<file path="config.mk">
export PLATFORM = sky130hd
export DESIGN_NAME = ssd_ctrl
export DESIGN_NICKNAME = d
export VERILOG_FILES = /design/src/rtl/ssd_pkg.sv /design/src/rtl/ssd_rst_sync.sv /design/src/rtl/ssd_sync.sv /design/src/rtl/ssd_line_hyst.sv /design/src/rtl/ssd_fault_fsm.sv /design/src/rtl/ssd_ctrl.sv
export SDC_FILE = /design/constraint.sdc
export NUM_CORES = 1
export LEC_CHECK = 0
export BUFFER_PORTS_ARGS = -buffer_cell sky130_fd_sc_hd__buf_2
export CORE_AREA = 8 8 45 47
export DETAILED_ROUTE_END_ITERATION = 10
export DIE_AREA = 0 0 53 55
export PLACE_DENSITY_LB_ADDON = 0.15
export SYNTH_ARGS = -nofsm -noshare
export SYNTH_HDL_FRONTEND = slang
export SYNTH_SLANG_ARGS = --single-unit
</file>
<file path="constraint.sdc">
create_clock -name clk -period 2.4 [get_ports clk]
set_clock_uncertainty 0.2 [all_clocks]
set_input_delay 0.72 -clock clk [delete_from_list [all_inputs] [get_ports clk]]
set_output_delay 0.72 -clock clk [all_outputs]
set_load 0.1 [all_outputs]
</file>
<file path="src/rtl/ssd_pkg.sv">
package ssd_pkg;
  typedef enum logic [1:0] {
    ST_INIT = 2'd0,
    ST_RUN  = 2'd1,
    ST_HOLD = 2'd2
  } ssd_state_e;

  localparam int unsigned SSD_NUM_IN = 3;
  localparam int unsigned SSD_IDX_TRIP = 0;
  localparam int unsigned SSD_IDX_HI   = 1;
  localparam int unsigned SSD_IDX_LO   = 2;
endpackage

</file>
<file path="src/rtl/ssd_rst_sync.sv">
module ssd_rst_sync #(
  parameter int unsigned STAGES = 2
) (
  input  logic clk,
  input  logic rst_n,
  output logic rst_s_n
);
  logic [STAGES-1:0] chain_q;
  logic [STAGES-1:0] chain_d;

  always_comb begin
    chain_d = {chain_q[STAGES-2:0], 1'b1};
  end

  always_ff @(posedge clk or negedge rst_n) begin
    if (!rst_n) chain_q <= '0;
    else        chain_q <= chain_d;
  end

  assign rst_s_n = chain_q[STAGES-1];
endmodule

</file>
<file path="src/rtl/ssd_sync.sv">
module ssd_sync #(
  parameter int unsigned WIDTH  = 3,
  parameter int unsigned STAGES = 2
) (
  input  logic             clk,
  input  logic             rst_n,
  input  logic [WIDTH-1:0] d_async,
  output logic [WIDTH-1:0] q_sync
);
  logic [WIDTH-1:0] stage_q [STAGES];

  genvar s;
  generate
    for (s = 0; s < STAGES; s++) begin : g_stage
      logic [WIDTH-1:0] stage_d;
      if (s == 0) begin : g_first
        always_comb stage_d = d_async;
      end else begin : g_next
        always_comb stage_d = stage_q[s-1];
      end
      always_ff @(posedge clk or negedge rst_n) begin
        if (!rst_n) stage_q[s] <= '0;
        else        stage_q[s] <= stage_d;
      end
    end
  endgenerate

  assign q_sync = stage_q[STAGES-1];
endmodule

</file>
<file path="src/rtl/ssd_line_hyst.sv">
module ssd_line_hyst (
  input  logic clk,
  input  logic rst_n,
  input  logic hi_s,
  input  logic lo_s,
  output logic line_ok
);
  logic ok_q;
  logic ok_d;
  logic ok_en;

  always_comb begin
    ok_en = !lo_s || hi_s;
    ok_d  = lo_s && hi_s;
  end

  always_ff @(posedge clk or negedge rst_n) begin
    if (!rst_n)     ok_q <= 1'b0;
    else if (ok_en) ok_q <= ok_d;
  end

  assign line_ok = ok_q;

  assert_low_stays_low_R7: assert property (@(posedge clk) disable iff (!rst_n)
    (!ok_q && !hi_s) |=> !ok_q);
  assert_high_stays_high_R7: assert property (@(posedge clk) disable iff (!rst_n)
    (ok_q && lo_s) |=> ok_q);
  assert_below_lower_drops_R6: assert property (@(posedge clk) disable iff (!rst_n)
    !lo_s |=> !ok_q);
endmodule

</file>
<file path="src/rtl/ssd_fault_fsm.sv">
module ssd_fault_fsm
  import ssd_pkg::*;
(
  input  logic clk,
  input  logic rst_n,
  input  logic trip_s,
  input  logic hi_s,
  input  logic lo_s,
  input  logic line_ok,
  output logic od_pull,
  output logic drv_en
);
  ssd_state_e state_q;
  ssd_state_e state_d;

  always_comb begin
    state_d = state_q;
    unique case (state_q)
      ST_INIT: if (hi_s && lo_s)        state_d = ST_RUN;
      ST_RUN:  if (trip_s)              state_d = ST_HOLD;
      ST_HOLD: if (!lo_s && !trip_s)    state_d = ST_RUN;
      default:                          state_d = ST_INIT;
    endcase
  end

  always_ff @(posedge clk or negedge rst_n) begin
    if (!rst_n) state_q <= ST_INIT;
    else        state_q <= state_d;
  end

  always_comb begin
    od_pull = (state_q == ST_HOLD) || ((state_q == ST_RUN) && trip_s);
    drv_en  = (state_q == ST_RUN) && line_ok && !trip_s;
  end

  assert_init_quiet_R1: assert property (@(posedge clk) disable iff (!rst_n)
    (state_q == ST_INIT) |-> (!od_pull && !drv_en));
  assert_hold_above_lower_R3: assert property (@(posedge clk) disable iff (!rst_n)
    (od_pull && lo_s) |=> od_pull);
  assert_release_below_lower_R4: assert property (@(posedge clk) disable iff (!rst_n)
    (state_q == ST_HOLD && !lo_s && !trip_s) |=> (state_q == ST_RUN));
  assert_trip_keeps_hold_R9: assert property (@(posedge clk) disable iff (!rst_n)
    (state_q == ST_HOLD && trip_s) |=> (state_q == ST_HOLD));
endmodule

</file>
<file path="src/rtl/ssd_ctrl.sv">
module ssd_ctrl
  import ssd_pkg::*;
#(
  parameter int unsigned SYNC_STAGES = 2,
  parameter int unsigned RST_STAGES  = 2
) (
  input  logic clk,
  input  logic rst_n,
  input  logic trip_raw,
  input  logic line_hi_raw,
  input  logic line_lo_raw,
  output logic od_pull,
  output logic drv_en
);
  logic                  rst_s_n;
  logic [SSD_NUM_IN-1:0] raw_vec;
  logic [SSD_NUM_IN-1:0] syn_vec;
  logic                  trip_s;
  logic                  hi_s;
  logic                  lo_s;
  logic                  line_ok;

  ssd_rst_sync #(.STAGES(RST_STAGES)) u_rst (
    .clk     (clk),
    .rst_n   (rst_n),
    .rst_s_n (rst_s_n)
  );

  always_comb begin
    raw_vec               = '0;
    raw_vec[SSD_IDX_TRIP] = trip_raw;
    raw_vec[SSD_IDX_HI]   = line_hi_raw;
    raw_vec[SSD_IDX_LO]   = line_lo_raw;
  end

  ssd_sync #(.WIDTH(SSD_NUM_IN), .STAGES(SYNC_STAGES)) u_sync (
    .clk     (clk),
    .rst_n   (rst_s_n),
    .d_async (raw_vec),
    .q_sync  (syn_vec)
  );

  assign trip_s = syn_vec[SSD_IDX_TRIP];
  assign hi_s   = syn_vec[SSD_IDX_HI];
  assign lo_s   = syn_vec[SSD_IDX_LO];

  ssd_line_hyst u_hyst (
    .clk     (clk),
    .rst_n   (rst_s_n),
    .hi_s    (hi_s),
    .lo_s    (lo_s),
    .line_ok (line_ok)
  );

  ssd_fault_fsm u_fsm (
    .clk     (clk),
    .rst_n   (rst_s_n),
    .trip_s  (trip_s),
    .hi_s    (hi_s),
    .lo_s    (lo_s),
    .line_ok (line_ok),
    .od_pull (od_pull),
    .drv_en  (drv_en)
  );

  assert_trip_blocks_drive_R2: assert property (@(posedge clk) disable iff (!rst_s_n)
    trip_s |-> !drv_en);
  assert_pull_blocks_drive_R8: assert property (@(posedge clk) disable iff (!rst_s_n)
    od_pull |-> !drv_en);
  assert_drive_needs_line_R5: assert property (@(posedge clk) disable iff (!rst_s_n)
    drv_en |-> line_ok);
endmodule

</file>
Yosys cells after proc, flatten, opt, wreduce, memory -nomap -nowiden
Cells that the tools add are included.
{"block": "word_totals", "reg_bits": 11, "output_inout_bits": 2, "inputBits": 5}
{"block": "classes", "n_eq_ne": 5, "n_reduce_logical": 11, "n_mux": 4}
{"op": "2-bit two-way mux", "n": 3}
{"op": "2-bit case mux with 3 select lines", "n": 1}
{"op": "1-bit logical AND", "n": 5}
{"op": "2-bit != test, second input constant", "n": 2}
{"op": "3-bit AND reduction", "n": 1}
{"op": "2-bit by 1-bit == test with 1-bit output, second input constant", "n": 1}
{"op": "2-bit == test, second input constant", "n": 1}
{"op": "1-bit logical NOT", "n": 2}
{"op": "2-bit logical NOT", "n": 1}
{"op": "1-bit logical OR", "n": 2}
{"op": "2-bit by 1-bit != test with 1-bit output, second input constant", "n": 1}

Logic depth before layout (Yosys ltp)
Gate-level depths: netlist of run 1.
{"block": "depth", "depth_word": 4, "depth_mapped": 2, "ltp_nobuf": 2}

Cells and area by module
From an unflattened synthesis of run 1, not the netlist that was laid out.
{"block": "unflattened", "cells_unflattened": 23, "area_unflattened_um2": 357.8}
{"module": "ssd_sync", "area_per_inst_um2": 150.1, "n_inst": 1, "seq_area_each_um2": 150.1, "cells_per_inst": 6}
{"module": "ssd_fault_fsm", "area_per_inst_um2": 121.4, "n_inst": 1, "seq_area_each_um2": 50.0, "cells_per_inst": 12}
{"module": "ssd_rst_sync", "area_per_inst_um2": 53.8, "n_inst": 1, "seq_area_each_um2": 50.0, "cells_per_inst": 3}
{"module": "ssd_line_hyst", "area_per_inst_um2": 32.5, "n_inst": 1, "seq_area_each_um2": 25.0, "cells_per_inst": 2}

Least setup slack after synthesis of run 1
Ideal clock, no wire load.
{"block": "synth_path", "kind": "register to output", "start": "register u_fsm.state_q[1]", "end": "output od_pull", "stages_incl_launch_ff": 3, "required_time_ns": 1.480, "setup_slack_ns": 0.110, "n_path_buf": 0, "arrival_time_ns": 1.370, "cell_sequence": "dfrtp_1 nor2b_1 nand2b_1"}
{"block": "synth_via", "elab_chain_len": 3, "elab_cells_between_ends": 4, "classes_between": "2 x eq/ne; 2 x reduce/logical"}
{"element": "start: declaration", "line": "ssd_fault_fsm.sv:13", "source": "ssd_state_e state_q;"}
{"element": "start signal: assignment", "line": "ssd_fault_fsm.sv:28", "source": "else state_q <= state_d;"}
{"element": "2-bit by 1-bit == test with 1-bit output", "line": "ssd_fault_fsm.sv:32", "source": "od_pull = (state_q == ST_HOLD) || ((state_q == ST_RUN) && trip_s);"}
{"element": "1-bit logical AND", "line": "ssd_fault_fsm.sv:32"}
{"element": "1-bit logical OR (*)", "line": "ssd_fault_fsm.sv:32"}
{"element": "end: declaration", "line": "ssd_ctrl.sv:12", "source": "output logic od_pull,"}
Mark *: on every way between the ends. The rest lies on a longest branch, timed or not.

Worst setup path after layout of run 1
{"block": "layout_path", "start": "register u_fsm.state_q[1]", "end": "output drv_en"}
{"block": "layout_via", "elab_chain_len": 3}
{"element": "2-bit by 1-bit == test with 1-bit output", "line": "ssd_fault_fsm.sv:33", "source": "drv_en = (state_q == ST_RUN) && line_ok && !trip_s;"}
{"element": "1-bit logical AND (2 in series)", "line": "ssd_fault_fsm.sv:33"}
{"element": "end: declaration", "line": "ssd_ctrl.sv:13", "source": "output logic drv_en"}
No other way between the ends.

==> qor.txt, run 1 <==
status - finished clean
layout cell share with drive strength beyond 1 - 26.5%
most frequent cells in the layout - dfrtp_1 (11), buf_2 (5), clkbuf_4 (3)
Critical path destination - drv_en
WP depth - 2
Core Region - 1380 sq um
overflow left after global routing - 0
syn_area_per_cell - 15.9 sq um
Worst VDD drop - 0.318 mV
sequential power share - 43.1%
area share of fa/ha/maj cells after synthesis - 0%
Cells after Synth - 23
first-pass GRT wire length - 883 um
number of synthesized register bits - 11
number of global-route vias before repair - 237
Leak - 0.227 nW
largest family of logic cells by synthesized area - simple AND/OR/NAND/NOR gates
Comb power frac - 34.7%
CP max stage cell - dfrtp_1
mux cell area share after synthesis - 0%
number of buffers created by CTS - 3
IO Count - 7
Worst setup SP type - register
Antenna diodes - 0
CP Data Arrival Time - 1.38 ns
vias per cell - 4.22
P&R area growth vs syn - 27.6%
Top delay family on crit path - flip-flops
P_sw - 188 uW
top area cells in the synthesized netlist - dfrtp_1 (75%), and4bb_1 (3.4%), nor4bb_1 (2.7%)
initial core utilization - 26.5%
CP Capture Type - output port
critical-path cell list - and4bb_1 > buf_2
top sig layer - met3
Clk Latency, worst-skew pair - 0.26 ns
hpwl dp - 380 um
row cnt - 14
fin crit period - 2.30 ns
Reg2Reg Depth - 1
Synth Area in Compound Gates - 6.83%
TritonCTS clock tree - built
internal cell power - 346 uW
top cell type's share of synthesized area - 75.1%
register area share after synthesis - 75.1%
DRC Markers - 0
drt total wl - 487 um
setup_tns - 0 ns
Mapped Area - 367 sq um
Clock power frac - 22.2%
filler cell count - 142
placed instance count - 45
H-tree Lvls - 1
Slew Limit Fails - 0
Vias - 211
Sink Count - 11
required time worst endpoint - 1.48 ns
gp weighted congestion - 0.651
Root Driver - clkbuf_4
worst flop-to-flop path endpoint - u_hyst.line_ok
First-pass DRT Iterations - 3
final antenna-violating net count - 0
CP Class - reg2out
DR iter-0 viols - 1
routed wl met2 - 245 um
Worst setup startpoint - u_fsm.state_q[1]
Worst Hold Class - in2async
MaxCap Viol Count - 0
Wirelength per Cell - 9.74 um
clk slew on worst S/H paths - 0.06 ns
antenna violations before repair - 0
Simple-Gate Fraction of Synth Area - 14.7%
Fmax achieved - 435 MHz
syn nets - 28
R2R Setup Slk - 1.22 ns
Synth area leader - dfrtp_1
Net Sw Frac - 35.2%
fin crit share - 95.7%
WP buf/inv - 1
commonest non-fill, non-tap cell in the layout - dfrtp_1
IO buf count - 6
M1 WL - 212 um
Final nets - 40
XOR/XNOR share of the synthesized area - 2.39%
final setup fails - 0
Tot GR Track Use - 4.36%
Fin. Hold Viols - 0
RSZ-0062 raised after global routing - false
largest stage delay on the critical path - 0.42 ns
post-CTS setup buffers - 0
die area - 2920 sq um
final non-filler cell total - 50
met3 wire len - 29 um
worst-path maximum fanout - 6
Max Buffers Root-to-Sink - 2
die extent in y - 55 um
Die W - 53 um
largest net degree at the start of global routing - 10
RR Startpoint - u_rst.chain_q[1]
Netlist cell types - 13
pwr dens - 1140 nW/um^2
YS warnings - 0
==> timing repair <==
| item | 4_1_cts | 5_1_grt |
|---|---|---|
| endpoints found under the setup margin | 0 | 0 |
| hold endpoints to repair | 9 | 0 |
| hold buffers | 1 | 0 |
| resized for setup | 0 | 0 |
==> metrics by stage <==
| step | worst slack, ns | total power [mW] | hold WS, ns | instance area [sq um] | util [%] |
|---|---|---|---|---|---|
| global route | 0.0307 | 0.562 | 0.0162 | 468 | 33.8 |
| finish | 0.104 | 0.533 | 0.0341 | 468 | 33.8 |
| global placement | 0.400 | 0.416 | -0.0578 | 432 | 31.2 |
| CTS | 0.0805 | 0.544 | 0.0218 | 468 | 33.8 |
| detailed placement | 0.375 | 0.419 | -0.0439 | 432 | 31.2 |
| floorplan | 0.110 | 0.360 | -0.0922 | 367 | - |
==> worst min-delay path by stage <==
stage                     slack (ns)             start                to  cells after the start
final                           0.03             rst_n  u_rst.chain_q[0]                      1
after global routing            0.02             rst_n  u_rst.chain_q[0]                      1
after CTS                       0.02             rst_n  u_rst.chain_q[1]                      1
after detailed placement       -0.04  u_rst.chain_q[1]  u_sync.q_sync[1]                      0
after global placement         -0.06  u_rst.chain_q[1]  u_sync.q_sync[1]                      0
after floorplan                -0.09  u_rst.chain_q[1]  u_fsm.state_q[0]                      0
==> synth_stat cells <==
| master | count |
|---|---|
| a211o_1 | 1 |
| and4bb_1 | 1 |
| nor2_1 | 1 |
| nor4bb_1 | 1 |
| o21a_1 | 1 |
| nand3b_1 | 1 |
| nand2b_1 | 1 |
| nor2b_1 | 1 |
| a22o_1 | 1 |
| xor2_1 | 1 |
| nor3b_1 | 1 |
| dfrtp_1 | 11 |
| conb_1 | 1 |
==> kinds of logic after synthesis <==
group,Yosys count
flops,11
simple gates,7
compound gates,3
xor+xnor,1
other cells,1
==> flip-flops by register name, summed over array words and instances (netlist names) <==
signal                  cells
u_fsm.state_q               2
u_rst.chain_q               2
u_hyst.line_ok              1
u_sync.g_stage.stage_d      3
u_sync.q_sync               3
==> layer usage <==
metal / global-route usage (%) / up-vias
met5: 0 / -
met4: 3.88 / 0
met3: 2.41 / 0
met2: 6.45 / 6
met1: 4.37 / 105
li1: - / 100
==> final cells by class <==
type	count	area (sq um)	area share, %
Tap cell	16	20.0	4.28
Timing Repair Buffer	7	55.1	11.8
Clock buffer	4	26.3	5.61
Multi-Input combinational cell	12	91.3	19.5
Sequential cell	11	275	58.8
==> power by group through the flow <==
stage	clock, mW	combinational (mW)	sequential [mW]
2_1_floorplan	0	0.128	0.232
3_3_place_gp	0	0.181	0.235
3_5_place_dp	0	0.181	0.237
4_1_cts	0.127	0.186	0.231
5_1_grt	0.132	0.192	0.237
6_report	0.118	0.185	0.230
No activity file was read; power rests on OpenSTA's default activity.
==> run 2: changes to the inputs <==
--- a/config.mk
+++ b/config.mk
@@ -12,4 +12,5 @@
 export PLACE_DENSITY_LB_ADDON = 0.15
 export SYNTH_ARGS = -nofsm -noshare
 export SYNTH_HDL_FRONTEND = slang
+export SYNTH_HIERARCHICAL = 1
 export SYNTH_SLANG_ARGS = --single-unit
==> run 2 against run 1 <==
Register-to-register slack got worse by 0.07 ns. Clock-buffer cell count unchanged. Worst setup slack lost 0.0078 ns. Routed wire length up 7.2%. Hold slack worse by 0.0025 ns. Sequential power about the same. Critical endpoint unchanged.
==> qor.txt, run 2 <==
Max Buffers Root-to-Sink - 2 (unchanged)
P&R area growth vs syn - 24.1%
Fin. Hold Viols - 0 (unchanged)
largest net degree at the start of global routing - 10 (unchanged)
First-pass DRT Iterations - 3 (unchanged)
final antenna-violating net count - 0 (unchanged)
CP Class - reg2out
Antenna diodes - 0 (unchanged)
Synth async-reset ratio - 100% (unchanged)
first-pass GRT wire length - 848 um (-4.0%)
RSZ-0062 raised after global routing - false
Leak - 0.210 nW (-7.8%)
hpwl dp - 401 um (+5.4%)
IO buf count - 6 (unchanged)
number of buffers created by CTS - 3 (unchanged)
die extent in y - 55 um (unchanged)
Mapped Area - 358 sq um (-2.4%)
worst-path maximum fanout - 6 (unchanged)
CP Capture Type - output port
most frequent cells in the layout - dfrtp_1 (11), buf_2 (6), clkbuf_4 (3)
worst flop-to-flop path endpoint - u_fsm/state_q[0]
row cnt - 14 (unchanged)
Worst VDD drop - 0.316 mV (-0.57%)
final core utilization - 32.1% (-1.7 points)
fin crit period - 2.30 ns (+0.00780 ns)
Vias - 208 (-1.4%)
setup_tns - 0 ns (unchanged)
post-CTS setup buffers - 0 (unchanged)
layout cell share with drive strength beyond 1 - 29.4% (+2.9 points)
commonest non-fill, non-tap cell in the layout - dfrtp_1
TritonCTS clock tree - built
vias per cell - 4.16 (-1.4%)
YS warnings - 6 (+6)
Wirelength per Cell - 10.4 um (+7.2%)
number of global-route vias before repair - 226 (-4.6%)
DRC Markers - 0 (unchanged)
Die W - 53 um (unchanged)
Clk Latency, worst-skew pair - 0.26 ns (about the same)
Fmax achieved - 434 MHz (-0.34%)
Post-synth EDFFs - 0 (unchanged)
syn_area_per_cell - 15.6 sq um (-2.4%)
die area - 2920 sq um (unchanged)
R2R Setup Slk - 1.15 ns (-0.07 ns)
DR iter-0 viols - 2 (+1)
CP Data Arrival Time - 1.38 ns (about the same)
Seq. cell area - 275 sq um (unchanged)
antenna violations before repair - 0 (unchanged)
Reg2Reg Depth - 2 (+1)
Gates resized, CTS repair - 0 (unchanged)
syn nets - 28 (unchanged)
Synth area leader - dfrtp_1
initial core utilization - 25.9% (-0.63 points)
dominant synthesized flop cell - dfrtp_1
Worst setup SP type - register
required time worst endpoint - 1.48 ns (about the same)
Tot GR Track Use - 4.31% (-0.050 points)
overflow left after global routing - 0 (unchanged)
gp weighted congestion - 0.580 (-11%)
MaxCap Viol Count - 0 (unchanged)
H-tree Lvls - 1 (unchanged)
Netlist cell types - 13 (unchanged)
top cell type's share of synthesized area - 76.9% (+1.8 points)
Multi-input gate area - 82.6 sq um (-9.6%)
Cells after Synth - 23 (unchanged)
status - finished clean
top area cells in the synthesized netlist - dfrtp_1 (77%), and4bb_2 (3.5%), nor4bb_1 (2.8%)
RR Startpoint - u_fsm/state_q[0]
most numerous cell in the Yosys netlist - dfrtp_1
Slew Limit Fails - 0 (unchanged)
fin crit share - 96.0% (+0.32 points)
filler cell count - 143 (+0.70%)
drt total wl - 522 um (+7.2%)
IO Count - 7 (unchanged)
final setup fails - 0 (unchanged)
Worst Hold Class - in2async
clk slew on worst S/H paths - 0.06 ns (about the same)
Hold Slack - 0.0315 ns (-0.00254 ns)
register area share after synthesis - 76.9% (+1.8 points)
Core Region - 1380 sq um (unchanged)
# hold bufs at CTS - 1 (unchanged)
number of synthesized register bits - 11 (unchanged)
Final nets - 40 (unchanged)
pwr dens - 1080 nW/um^2 (-5.5%)
Root Driver - clkbuf_4
Sink Count - 11 (unchanged)
==> run 2: how the worst max path moves through the flow <==
stage                     startpoint      end  slack [ns]
finish              u_fsm/state_q[1]   drv_en         0.1
global route        u_fsm/state_q[1]  od_pull        0.04
CTS                 u_sync/q_sync[0]   drv_en        0.08
detailed placement  u_fsm/state_q[1]   drv_en        0.37
global placement    u_fsm/state_q[1]   drv_en        0.38
floorplan           u_fsm/state_q[1]  od_pull        0.26
==> run 2: area by class of cell <==
cell class / count / share of cell area (%)
clock buffers: 4 / 5.92
flip-flops and latches: 11 / 62.0
repair buffers: 7 / 9.01
multi-input cells: 12 / 18.6
well taps: 16 / 4.51
==> run 2: metrics by stage <==
stage               total power, mW  cells  worst slack [ns]  cell area [sq um]
floorplan                     0.340     23             0.265                358
global placement              0.361     45             0.378                408
detailed placement            0.365     45             0.373                408
CTS                           0.486     50            0.0800                444
global route                  0.508     50            0.0396                444
finish                        0.479     50            0.0958                444
==> run 2: cells by family after synthesis <==
| logic type | after synthesis | share of synthesized area, % |
|---|---|---|
| DFF | 11 | 76.9 |
| and+or+nand+nor | 9 | 18.5 |
| AOI/OAI and AO/OA | 2 | 3.50 |
| other | 1 | 1.05 |
==> run 2: power by group <==
group	total [mW]	internal, mW	leakage [nW]	switching [mW]
sequential	0.229	0.207	0.132	0.0217
clock	0.117	0.0641	0.0150	0.0530
combinational	0.132	0.0341	0.0630	0.0982
==> run 2: metal layers <==
layer | GRT usage, % | wire length [um]
met1 | 3.76 | 219
met3 | 3.48 | 52
met5 | 0 | 0
met4 | 3.88 | 0
met2 | 6.25 | 250
==> run 2: worst max-delay path, stage by stage, from the launching register on <==
cell and delay, ns:
dfrtp_1 0.42, and4bb_2 0.29, buf_2 0.42
